<file path="src/rtl/can_fc_pkg.sv">
package can_fc_pkg;
    typedef enum logic [1:0] {
        FC_ACTIVE  = 2'd0,
        FC_PASSIVE = 2'd1,
        FC_BUSOFF  = 2'd2
    } fc_state_e;
endpackage

</file>
<file path="src/rtl/fc_recessive_run.sv">
// Counts consecutive recessive bit strobes while armed and pulses on each full group.
module fc_recessive_run #(
    parameter int RUN_LEN = 11
) (
    input  logic clk_i,
    input  logic rst_ni,
    input  logic armed_i,
    input  logic bit_valid_i,
    input  logic bit_recessive_i,
    output logic group_done_o
);
    localparam int RUN_W = $clog2(RUN_LEN + 1);
    localparam logic [RUN_W-1:0] RUN_LAST = RUN_W'(RUN_LEN - 1);
    localparam logic [RUN_W-1:0] RUN_ONE  = RUN_W'(1);

    logic [RUN_W-1:0] run_q, run_d;
    logic             done;

    always_comb begin
        run_d = run_q;
        done  = 1'b0;
        if (!armed_i) begin
            run_d = '0;
        end else if (bit_valid_i) begin
            if (!bit_recessive_i) begin
                run_d = '0;
            end else if (run_q == RUN_LAST) begin
                run_d = '0;
                done  = 1'b1;
            end else begin
                run_d = run_q + RUN_ONE;
            end
        end
    end

    always_ff @(posedge clk_i or negedge rst_ni) begin
        if (!rst_ni) run_q <= '0;
        else         run_q <= run_d;
    end

    assign group_done_o = done;

    AST_DOMINANT_RESTART: assert property (@(posedge clk_i) disable iff (!rst_ni)
        (bit_valid_i && !bit_recessive_i) |=> (run_q == '0));
    AST_IDLE_HOLDS_RUN: assert property (@(posedge clk_i) disable iff (!rst_ni)
        (armed_i && !bit_valid_i) |=> $stable(run_q));
endmodule

</file>
<file path="src/rtl/fc_rx_counter.sv">
// Receive error counter, doubling as the bus-off recovery timer.
module fc_rx_counter #(
    parameter int CNT_W       = 8,
    parameter int PASSIVE_LIM = 128,
    parameter int FALLBACK    = 127
) (
    input  logic             clk_i,
    input  logic             rst_ni,
    input  logic             cfg_i,
    input  logic             wr_i,
    input  logic [CNT_W-1:0] wr_val_i,
    input  logic             in_busoff_i,
    input  logic             enter_bo_i,
    input  logic             rx_err_i,
    input  logic             rx_ok_i,
    input  logic             group_done_i,
    output logic [CNT_W-1:0] rx_q_o,
    output logic [CNT_W-1:0] rx_nxt_o,
    output logic             recover_o
);
    localparam logic [CNT_W-1:0] LIM_C    = CNT_W'(PASSIVE_LIM);
    localparam logic [CNT_W-1:0] LIM_M1_C = CNT_W'(PASSIVE_LIM - 1);
    localparam logic [CNT_W-1:0] FALL_C   = CNT_W'(FALLBACK);
    localparam logic [CNT_W-1:0] ONE_C    = CNT_W'(1);

    logic [CNT_W-1:0] rx_q, rx_d;
    logic             recover;

    always_comb begin
        rx_d    = rx_q;
        recover = 1'b0;
        if (cfg_i) begin
            rx_d = '0;
        end else if (wr_i) begin
            rx_d = wr_val_i;
        end else if (in_busoff_i) begin
            if (group_done_i) begin
                if (rx_q >= LIM_M1_C) begin
                    recover = 1'b1;
                    rx_d    = '0;
                end else begin
                    rx_d = rx_q + ONE_C;
                end
            end
        end else if (enter_bo_i) begin
            rx_d = '0;
        end else if (rx_err_i) begin
            if (rx_q < LIM_C) rx_d = rx_q + ONE_C;
        end else if (rx_ok_i) begin
            if (rx_q >= LIM_C)     rx_d = FALL_C;
            else if (rx_q != '0)   rx_d = rx_q - ONE_C;
        end
    end

    always_ff @(posedge clk_i or negedge rst_ni) begin
        if (!rst_ni) rx_q <= '0;
        else         rx_q <= rx_d;
    end

    assign rx_q_o    = rx_q;
    assign rx_nxt_o  = rx_d;
    assign recover_o = recover;

    AST_RX_SATURATE: assert property (@(posedge clk_i) disable iff (!rst_ni)
        (!cfg_i && !wr_i && !in_busoff_i && !enter_bo_i && rx_err_i && rx_q >= LIM_C)
        |=> (rx_q == $past(rx_q)));
    AST_RX_FALLBACK: assert property (@(posedge clk_i) disable iff (!rst_ni)
        (!cfg_i && !wr_i && !in_busoff_i && !enter_bo_i && !rx_err_i && rx_ok_i && rx_q >= LIM_C)
        |=> (rx_q == FALL_C));
    AST_RX_CFG_CLEAR: assert property (@(posedge clk_i) disable iff (!rst_ni)
        cfg_i |=> (rx_q == '0));
endmodule

</file>
<file path="src/rtl/fc_tx_counter.sv">
// Transmit error counter, one bit wider than the visible value so overflow past the top is seen.
module fc_tx_counter #(
    parameter int CNT_W    = 8,
    parameter int ERR_STEP = 8
) (
    input  logic           clk_i,
    input  logic           rst_ni,
    input  logic           cfg_i,
    input  logic           wr_i,
    input  logic [CNT_W-1:0] wr_val_i,
    input  logic           in_busoff_i,
    input  logic           recover_i,
    input  logic           tx_err_i,
    input  logic           tx_ok_i,
    output logic [CNT_W:0] tx_q_o,
    output logic [CNT_W:0] tx_nxt_o
);
    localparam int TX_W = CNT_W + 1;
    localparam logic [TX_W-1:0] STEP_C = TX_W'(ERR_STEP);
    localparam logic [TX_W-1:0] ONE_C  = TX_W'(1);

    logic [TX_W-1:0] tx_q, tx_d;

    always_comb begin
        tx_d = tx_q;
        if (cfg_i) begin
            tx_d = '0;
        end else if (wr_i) begin
            tx_d = {1'b0, wr_val_i};
        end else if (in_busoff_i) begin
            if (recover_i) tx_d = '0;
        end else if (tx_err_i) begin
            tx_d = tx_q + STEP_C;
        end else if (tx_ok_i) begin
            if (tx_q != '0) tx_d = tx_q - ONE_C;
        end
    end

    always_ff @(posedge clk_i or negedge rst_ni) begin
        if (!rst_ni) tx_q <= '0;
        else         tx_q <= tx_d;
    end

    assign tx_q_o   = tx_q;
    assign tx_nxt_o = tx_d;

    AST_TX_ERR_STEP: assert property (@(posedge clk_i) disable iff (!rst_ni)
        (!cfg_i && !wr_i && !in_busoff_i && tx_err_i) |=> (tx_q == $past(tx_q) + STEP_C));
    AST_TX_FLOOR: assert property (@(posedge clk_i) disable iff (!rst_ni)
        (!cfg_i && !wr_i && !in_busoff_i && !tx_err_i && tx_ok_i && tx_q == '0) |=> (tx_q == '0));
endmodule

</file>
<file path="src/rtl/fc_state_fsm.sv">
// Fault-confinement state register: ACTIVE, PASSIVE, BUSOFF.
module fc_state_fsm
    import can_fc_pkg::*;
#(
    parameter int CNT_W       = 8,
    parameter int PASSIVE_LIM = 128
) (
    input  logic             clk_i,
    input  logic             rst_ni,
    input  logic             cfg_i,
    input  logic             recover_i,
    input  logic [CNT_W-1:0] rx_nxt_i,
    input  logic [CNT_W:0]   tx_nxt_i,
    output fc_state_e        state_o,
    output logic             in_busoff_o,
    output logic             enter_bo_o
);
    localparam logic [CNT_W-1:0] RX_LIM_C = CNT_W'(PASSIVE_LIM);
    localparam logic [CNT_W:0]   TX_LIM_C = (CNT_W+1)'(PASSIVE_LIM);
    localparam logic [CNT_W:0]   TX_TOP_C = (CNT_W+1)'((1 << CNT_W) - 1);

    fc_state_e state_q, state_d;
    logic      over_top, any_passive;

    assign over_top    = (tx_nxt_i > TX_TOP_C);
    assign any_passive = (rx_nxt_i >= RX_LIM_C) || (tx_nxt_i >= TX_LIM_C);

    // Next-state logic
    always_comb begin
        state_d = state_q;
        unique case (state_q)
            FC_ACTIVE: begin
                if (cfg_i)            state_d = FC_ACTIVE;
                else if (over_top)    state_d = FC_BUSOFF;
                else if (any_passive) state_d = FC_PASSIVE;
                else                  state_d = FC_ACTIVE;
            end
            FC_PASSIVE: begin
                if (cfg_i)            state_d = FC_ACTIVE;
                else if (over_top)    state_d = FC_BUSOFF;
                else if (any_passive) state_d = FC_PASSIVE;
                else                  state_d = FC_ACTIVE;
            end
            FC_BUSOFF: begin
                if (cfg_i || recover_i) state_d = FC_ACTIVE;
                else                    state_d = FC_BUSOFF;
            end
            default: state_d = FC_ACTIVE;
        endcase
    end

    // State register
    always_ff @(posedge clk_i or negedge rst_ni) begin
        if (!rst_ni) state_q <= FC_ACTIVE;
        else         state_q <= state_d;
    end

    // Outputs
    always_comb begin
        state_o     = state_q;
        in_busoff_o = (state_q == FC_BUSOFF);
        enter_bo_o  = (state_q != FC_BUSOFF) && !cfg_i && over_top;
    end

    AST_BUSOFF_STICKY: assert property (@(posedge clk_i) disable iff (!rst_ni)
        (state_q == FC_BUSOFF && !cfg_i && !recover_i) |=> (state_q == FC_BUSOFF));
    AST_RECOVER_ACTIVE: assert property (@(posedge clk_i) disable iff (!rst_ni)
        (state_q == FC_BUSOFF && recover_i) |=> (state_q == FC_ACTIVE));
    AST_CFG_ACTIVE: assert property (@(posedge clk_i) disable iff (!rst_ni)
        cfg_i |=> (state_q == FC_ACTIVE));
endmodule

</file>
<file path="src/rtl/can_fault_counters.sv">
module can_fault_counters
    import can_fc_pkg::*;
#(
    parameter int CNT_W       = 8,
    parameter int REG_W       = 32,
    parameter int PASSIVE_LIM = 128,
    parameter int RX_FALLBACK = 127,
    parameter int TX_ERR_STEP = 8,
    parameter int RUN_LEN     = 11
) (
    input  logic             clk_i,
    input  logic             rst_ni,
    input  logic             cfg_mode_i,
    input  logic             test_err_i,
    input  logic             rx_err_i,
    input  logic             rx_ok_i,
    input  logic             tx_err_i,
    input  logic             tx_ok_i,
    input  logic             bit_valid_i,
    input  logic             bit_recessive_i,
    input  logic             reg_wr_i,
    input  logic [REG_W-1:0] reg_wdata_i,
    output logic [REG_W-1:0] reg_rdata_o,
    output logic [CNT_W-1:0] rx_cnt_o,
    output logic [CNT_W-1:0] tx_cnt_o,
    output logic [1:0]       fc_state_o
);
    localparam int TX_W = CNT_W + 1;

    logic             wr_acc;
    logic [CNT_W-1:0] wr_val;
    logic [CNT_W-1:0] rx_q, rx_nxt;
    logic [TX_W-1:0]  tx_q, tx_nxt;
    logic             recover, in_busoff, enter_bo, group_done;
    fc_state_e        state;
    logic             unused_bits;

    assign wr_acc      = reg_wr_i && test_err_i && !cfg_mode_i;
    assign wr_val      = reg_wdata_i[CNT_W-1:0];
    assign unused_bits = ^{reg_wdata_i[REG_W-1:CNT_W], tx_q[CNT_W]};

    fc_recessive_run #(.RUN_LEN(RUN_LEN)) u_run (
        .clk_i          (clk_i),
        .rst_ni         (rst_ni),
        .armed_i        (in_busoff && !cfg_mode_i),
        .bit_valid_i    (bit_valid_i),
        .bit_recessive_i(bit_recessive_i),
        .group_done_o   (group_done)
    );

    fc_rx_counter #(
        .CNT_W(CNT_W), .PASSIVE_LIM(PASSIVE_LIM), .FALLBACK(RX_FALLBACK)
    ) u_rx (
        .clk_i       (clk_i),
        .rst_ni      (rst_ni),
        .cfg_i       (cfg_mode_i),
        .wr_i        (wr_acc),
        .wr_val_i    (wr_val),
        .in_busoff_i (in_busoff),
        .enter_bo_i  (enter_bo),
        .rx_err_i    (rx_err_i),
        .rx_ok_i     (rx_ok_i),
        .group_done_i(group_done),
        .rx_q_o      (rx_q),
        .rx_nxt_o    (rx_nxt),
        .recover_o   (recover)
    );

    fc_tx_counter #(.CNT_W(CNT_W), .ERR_STEP(TX_ERR_STEP)) u_tx (
        .clk_i      (clk_i),
        .rst_ni     (rst_ni),
        .cfg_i      (cfg_mode_i),
        .wr_i       (wr_acc),
        .wr_val_i   (wr_val),
        .in_busoff_i(in_busoff),
        .recover_i  (recover),
        .tx_err_i   (tx_err_i),
        .tx_ok_i    (tx_ok_i),
        .tx_q_o     (tx_q),
        .tx_nxt_o   (tx_nxt)
    );

    fc_state_fsm #(.CNT_W(CNT_W), .PASSIVE_LIM(PASSIVE_LIM)) u_fsm (
        .clk_i      (clk_i),
        .rst_ni     (rst_ni),
        .cfg_i      (cfg_mode_i),
        .recover_i  (recover),
        .rx_nxt_i   (rx_nxt),
        .tx_nxt_i   (tx_nxt),
        .state_o    (state),
        .in_busoff_o(in_busoff),
        .enter_bo_o (enter_bo)
    );

    assign rx_cnt_o    = rx_q;
    assign tx_cnt_o    = tx_q[CNT_W-1:0];
    assign fc_state_o  = state;
    assign reg_rdata_o = REG_W'({tx_q[CNT_W-1:0], rx_q});

    AST_WRITE_LOADS_BOTH: assert property (@(posedge clk_i) disable iff (!rst_ni)
        (reg_wr_i && test_err_i && !cfg_mode_i)
        |=> (rx_cnt_o == $past(reg_wdata_i[CNT_W-1:0]) && tx_cnt_o == $past(reg_wdata_i[CNT_W-1:0])));
    AST_WRITE_REFUSED: assert property (@(posedge clk_i) disable iff (!rst_ni)
        (reg_wr_i && !test_err_i && !cfg_mode_i && !rx_err_i && !rx_ok_i && !tx_err_i && !tx_ok_i
         && fc_state_o != 2'd2) |=> $stable(reg_rdata_o));
endmodule

</file>
<file path="config.mk">
export PLATFORM = sky130hd
export DESIGN_NAME = can_fault_counters
export DESIGN_NICKNAME = d
export VERILOG_FILES = /design/src/rtl/can_fc_pkg.sv /design/src/rtl/fc_recessive_run.sv /design/src/rtl/fc_rx_counter.sv /design/src/rtl/fc_tx_counter.sv /design/src/rtl/fc_state_fsm.sv /design/src/rtl/can_fault_counters.sv
export SDC_FILE = /design/constraint.sdc
export NUM_CORES = 1
export LEC_CHECK = 0
export CAP_MARGIN = 10
export CORE_UTILIZATION = 62
export DETAILED_ROUTE_END_ITERATION = 7
export DONT_BUFFER_PORTS = 1
export GPL_TIMING_DRIVEN = 0
export PLACE_DENSITY = 0.84
export SETUP_SLACK_MARGIN = 0.3
export SYNTH_ARGS = -nofsm -noshare
export SYNTH_HDL_FRONTEND = slang
export SYNTH_HIERARCHICAL = 1
export SYNTH_SLANG_ARGS = --single-unit
export TNS_END_PERCENT = 100
</file>
<file path="constraint.sdc">
create_clock -name clk_i -period 7 [get_ports clk_i]
set_input_delay 0.35 -clock clk_i [delete_from_list [all_inputs] [get_ports clk_i]]
set_output_delay 0.35 -clock clk_i [all_outputs]
set_load 0.02 [all_outputs]
</file>
Yosys cells after proc, flatten, opt, wreduce, memory -nomap -nowiden:

Index checks and enable logic that the tools add are counted.

* div/mod/pow operators: 0
* reduce and logical (&&, ||, !) cells: 12
* multiplexer cells: 36
* add/subtract/negate cells: 5
* $lt $le $gt $ge: 6
* shift operators: 0
* bitwise logic cells: 0
* multipliers: 0
* equality and inequality tests: 5

Operators by type and width (count)
* $mux W8: 11
* $mux W9: 7
* $ge A8 B8 Y1 const B: 2
* $mux W4: 4
* $mux W1: 10
* $add A9 B4 Y9 const B: 1
* $ge A9 B8 Y1 const B: 1
* $gt A9 B8 Y1 const B: 1
* $reduce_bool A9 Y1: 1
* $sub A9 B1 Y9 const B: 1
* $add A8 B1 Y8 const B: 1
* $ge A8 B7 Y1 const B: 1
* $lt A8 B8 Y1 const B: 1
* $reduce_bool A8 Y1: 1
* $sub A8 B1 Y8 const B: 1
* $mux W2: 3
* $logic_and A1 B1 Y1: 5
* $add A4 B1 Y4 const B: 1
* $eq A4 B4 Y1 const B: 1
* $ne A2 B2 Y1 const B: 2
* $pmux W2 S2: 1
* $eq A2 B1 Y1 const B: 1
* $eq A2 B2 Y1 const B: 1
* $logic_not A2 Y1: 1
* 3 further kinds: 4

* output and inout port bits: 50
* memory bits (read-only): 0
* memory bits (writable): 0
* register bits: 23
* memories: 0
* input bits: 43
* logic and storage cells: 68
* bits in latches: 0

Logic depth before layout (Yosys ltp):

* depth in word-level cells: 25
* gate-level depth with buffers: 17
* gate-level depth less buffers: 15

By module:

The synthesis kept the hierarchy.

Modules (own cells, without submodules)
* fc_rx_counter: cells an instance 153, sequential area each 200.2 um^2, instances 1, area each 1086.0 um^2
* fc_tx_counter: cells an instance 91, sequential area each 225.2 um^2, instances 1, area each 784.5 um^2
* fc_recessive_run: cells an instance 30, sequential area each 100.1 um^2, instances 1, area each 290.3 um^2
* can_fault_counters: cells an instance 35, sequential area each 0.0 um^2, instances 1, area each 259.0 um^2
* fc_state_fsm: cells an instance 9, sequential area each 50.0 um^2, instances 1, area each 93.8 um^2

Worst setup path after synthesis:

OpenSTA, ideal clock, no wires.

* kind: flip-flop to flip-flop
* start point: reg u_fsm.state_q[1] (netlist: u_fsm/state_o[1])
* end point: reg u_fsm.state_q[0] (netlist: u_fsm/state_o[0])
* setup time: 0.101 ns
* slack: 3.364 ns
* period minus slack after synthesis: 3.636 ns
* path buffers: 2
* required time: 6.899 ns
* cell stages (with the launch flop): 17
* data arrival time: 3.535 ns
* path through: dfrtp_1 -> nor2b_1 -> nor2b_1 -> buf_6 -> nand3_1 -> nor3_1 -> clkbuf_1 -> inv_1 -> nor4_1 -> nor2b_1 -> a2bb2oi_1 -> nor3_1 -> nor3b_1 -> nor4_1 -> o2bb2ai_1 -> nor2_1 -> nor4_1

* cells in the longest elaborated chain, start to end: 23
* elaborated cells on any way between the ends: 30
* those cells by class: order compare (3); eq/ne (3); mux (18); reduce/logical (6)

RTL lines
* from (decl): line fc_state_fsm.sv:22 `fc_state_e state_q, state_d;`
* from (signal assigned): line fc_state_fsm.sv:55 `else state_q <= state_d;`
* $eq A2 B2 Y1: line fc_state_fsm.sv:61 `in_busoff_o = (state_q == FC_BUSOFF);`
* via in_busoff: line can_fault_counters.sv:34 `logic recover, in_busoff, enter_bo, group_done;`
* $logic_and A1 B1 Y1: line can_fault_counters.sv:45 `.armed_i (in_busoff && !cfg_mode_i),`
* $mux W1: line fc_recessive_run.sv:22 `if (!armed_i) begin`
* via group_done: line can_fault_counters.sv:34
* $mux W1: line fc_rx_counter.sv:37 `if (group_done_i) begin`
* $mux W1: line fc_rx_counter.sv:36 `end else if (in_busoff_i) begin`
* $mux W1: line fc_rx_counter.sv:34 `end else if (wr_i) begin`
* (+1 left out)
* via recover: line can_fault_counters.sv:34
* (+4 left out)
* via tx_nxt[8]: line can_fault_counters.sv:33 `logic [TX_W-1:0] tx_q, tx_nxt;`
* (+2 left out)
* via enter_bo: line can_fault_counters.sv:34
* (+4 left out)
* via rx_nxt[7]: line can_fault_counters.sv:32 `logic [CNT_W-1:0] rx_q, rx_nxt;`
* $ge A8 B8 Y1: line fc_state_fsm.sv:26 `assign any_passive = (rx_nxt_i >= RX_LIM_C) || (tx_nxt_i >= TX_LIM_C);`
* $logic_or A1 B1 Y1: line fc_state_fsm.sv:26
* $mux W1: line fc_state_fsm.sv:35, fc_state_fsm.sv:41
* $mux W2: line fc_state_fsm.sv:40 `else if (over_top) state_d = FC_BUSOFF;`
* $mux W2: line fc_state_fsm.sv:33 `if (cfg_i) state_d = FC_ACTIVE;`
* $pmux W2 S2: line fc_state_fsm.sv:31 `unique case (state_q)`
* via u_fsm.state_d[0]: line fc_state_fsm.sv:22

The timed path passes the listed nets, and every way through them passes these cells.
A chain may end at the register's enable or synchronous reset.

Worst setup path after layout:

Same ends and word-level chain as after synthesis.

==> impl_metrics.ini <==
[sta]
rsz0062_at_grt = no
min_period_ps = 4943
setup_viol = 0
fin_crit_sh = 0.7062
finalMaxSlewViolations = 0
finalHoldViolCount = 0
clock_skew_ps = 5.686
relSlewSlack = 0.2925
holdWs_ps = 135.9
setup_tns_ps = 0
max_freq_mhz = 202.3
tightest_slew_ps = 1058
finalWorstSetupSlack_ps = 2057

[worst_setup_path]
max_stage_delay_ps = 830
cp.required_ps = 7170
cpMaxStageDelayCell = nor4_1
end_kind = flip-flop
arrival_ps = 5110
worstPathMaxFanout = 10
worst-setup-path-type = reg -> reg
cp_cell_sequence = nor2b_1 > nor2b_1 > buf_6 > nand3_1 > nor3_1 > clkbuf_1 > inv_1 > nor4_1 > nor2b_1 > a2bb2oi_1 > nor3_1 > nor3b_1 > nor4_1 > o2bb2ai_1 > nor2_1 > nor4_1
worstSetupStartpointType = flip-flop

[power_and_ir_drop]
p_switching_mw = 0.1851
power_frac_clock = 0.189
power_per_cell_area_nw_per_um2 = 164.8
power.internal_mw = 0.2574
leakage_nw = 1.125
p_seq_frac = 0.398
comb_power_share = 0.413
swShare = 0.4183
peakVddDrop_uv = 96.23

[flow_run]
drv_cap = 0

[place]
gp_congestion = 0.9309
dp_slack_ps = 2379
io_buffers = 0
dpl.hpwl_mm = 4.849
placed_cells = 381

[floorplanning]
ios = 93
rows = 22
die_area_um2 = 4313
die_h_um = 65.68
initial_core_util = 0.6666
die_x_um = 65.68
core_um2 = 3771

[run_status]
status = completed

[global_routing]
overflow = 0
first_global_vias = 2260
grt_max_degree = 24
grt_pass1_wl_mm = 10.43
antenna_found_initial = 0
grt_usage = 0.3117

[yosys]
synth-edff-count = 0
synth_cell_types = 65
synth_top_area_frac = 0.2290
ys.flop_type = dfrtp_1
yosys.area.top_type = dfrtp_1
synth_commonest_cells = buf_4, dfrtp_1, inv_1, clkbuf_1, nand2_1
post-synth-top-count-cell = buf_4
synthArstFlopShare = 1.000
ys_warn_count = 6
syn_inst = 318
ys_ff_latch = 23
synth_area_per_cell_um2 = 7.905
syn_area_um2 = 2514
synth_area_leaders = dfrtp_1, buf_4, ha_1
ys_seq_area_frac = 0.2290

[detailed_routing]
wl_per_cell_um = 16.67
drcViolationCount = 0
first_pass_iters = 5
antenna_left = 0
vias_per_cell = 6.365
drt_iter0_drc = 266
num_vias = 2457
drt-total-wl_mm = 6.434

[layout]
layout-drive-gt1-share = 0.1509
fillers = 334
synthToLayoutAreaGrowth_pct = 6.819
final_cells = 386
diodes = 0
nets = 392

[cts]
ctsHoldBuffers = 1
post_cts_buffers = 0
post_cts_resized = 0
h-tree-depth = 1
clockBufferDepth = 2
root_buffer = clkbuf_8
numCtsBuffers = 3
clkTransAtPathRegs_ps = 80
cts_tree = built
insertion_delay_ps = 270
numClockSinks = 23

[hold_path]
hp-class = in -> reg
==> worst max-delay path: cells and delay by family, from the launching register on <==
kind	cells	cell delay [ps]
buf+inv	3	820
simple gates	11	3090
compound gates	2	410
flops	1	510
==> kinds of logic after synthesis <==
family	Yosys count	share of synthesized area
adders and majority gates	10	0.04978
buffers and inverters	76	0.1662
AOI/OAI and AO/OA	89	0.2658
DFF	23	0.2290
xor gates and xnor gates	3	0.01045
other	1	0.001492
muxes	6	0.02389
and+or+nand+nor	110	0.2534
==> worst paths after layout <==
path	start	to	slack, ps	cells past startpoint
max in group asynchronous	rst_ni	u_run/run_q[1]	5640	1
min in group asynchronous	rst_ni	u_fsm/state_o[1]	720	1
hold reg to reg	u_run/run_q[1]	u_run/run_q[1]	590	2
hold / removal	cfg_mode_i	u_fsm/state_o[1]	140	1
setup / recovery	u_fsm/state_o[1]	u_fsm/state_o[0]	2060	16
setup reg to reg	u_fsm/state_o[1]	u_fsm/state_o[0]	2060	16
==> through the flow <==
stage | util | power (mW) | instance area, um2
6_report | 0.7120 | 0.4424 | 2685
5_1_grt | 0.7120 | 0.4704 | 2685
4_1_cts | 0.7120 | 0.4425 | 2685
3_5_place_dp | 0.6974 | 0.3541 | 2630
3_3_place_gp | 0.6974 | 0.3501 | 2630
2_1_floorplan | - | 0.3227 | 2570
==> flip-flops by register name, summed over array words and instances, names as in the netlist <==
register,cells
u_tx/tx_q_o,9
u_rx/rx_q_o,8
u_run/run_q,4
u_fsm/state_o,2
==> cells in the final DEF (no fill, tap or decap), types with 3 or more instances in the layout <==
cell type | netlist | layout
buf_4 | 33 | 33
o211ai_1 | 4 | 4
nor3_1 | 14 | 14
a311oi_1 | 4 | 4
o21ai_0 | 14 | 14
dfrtp_1 | 23 | 23
a21oi_1 | 14 | 14
nor2_1 | 15 | 15
o22ai_1 | 5 | 5
conb_1 | 1 | 16
inv_1 | 23 | 23
ha_1 | 10 | 10
nor2b_1 | 5 | 5
o21a_1 | 3 | 3
nor4_1 | 7 | 7
clkbuf_1 | 18 | 19
nand2b_1 | 5 | 5
nand3_1 | 11 | 11
mux2i_1 | 6 | 6
clkbuf_8 | 0 | 3
a2bb2oi_1 | 4 | 4
nand2_1 | 16 | 16
nand4_1 | 5 | 5
or3_1 | 4 | 4
o31ai_1 | 7 | 7
a31oi_1 | 6 | 6
and4_1 | 3 | 3
or4_1 | 3 | 3
nand3b_1 | 6 | 6
a221oi_1 | 5 | 5
==> power by group through the flow <==
stage	registers, mW	logic (mW)	clock network, mW
floorplan	0.173	0.150	0
global placement	0.178	0.172	0
detailed placement	0.179	0.176	0
CTS	0.176	0.180	0.0869
global route	0.178	0.200	0.0919
finish	0.176	0.183	0.0835
==> layout make-up <==
cell class / instances / area (um2) / area share
Buffer: 53 / 331.6 / 0.1235
Sequential cell: 23 / 575.6 / 0.2144
Clock buffer: 4 / 45.04 / 0.01678
Timing Repair Buffer: 1 / 10.01 / 0.003728
Inverter: 23 / 86.33 / 0.03215
Multi-Input combinational cell: 234 / 1577 / 0.5871
Tap cell: 48 / 60.06 / 0.02237
==> per-layer routing <==
metal / routed length, um / share of wire / vias up / global-route usage
met3: 582 / 0.090 / 12 / 0.02951
li1: - / - / 1185 / -
met2: 2929 / 0.46 / 128 / 0.4923
met4: 104 / 0.016 / 0 / 0.1141
met5: 0 / 0 / - / 0
met1: 2817 / 0.44 / 1132 / 0.4369
Power figures use the tool's default switching activity.
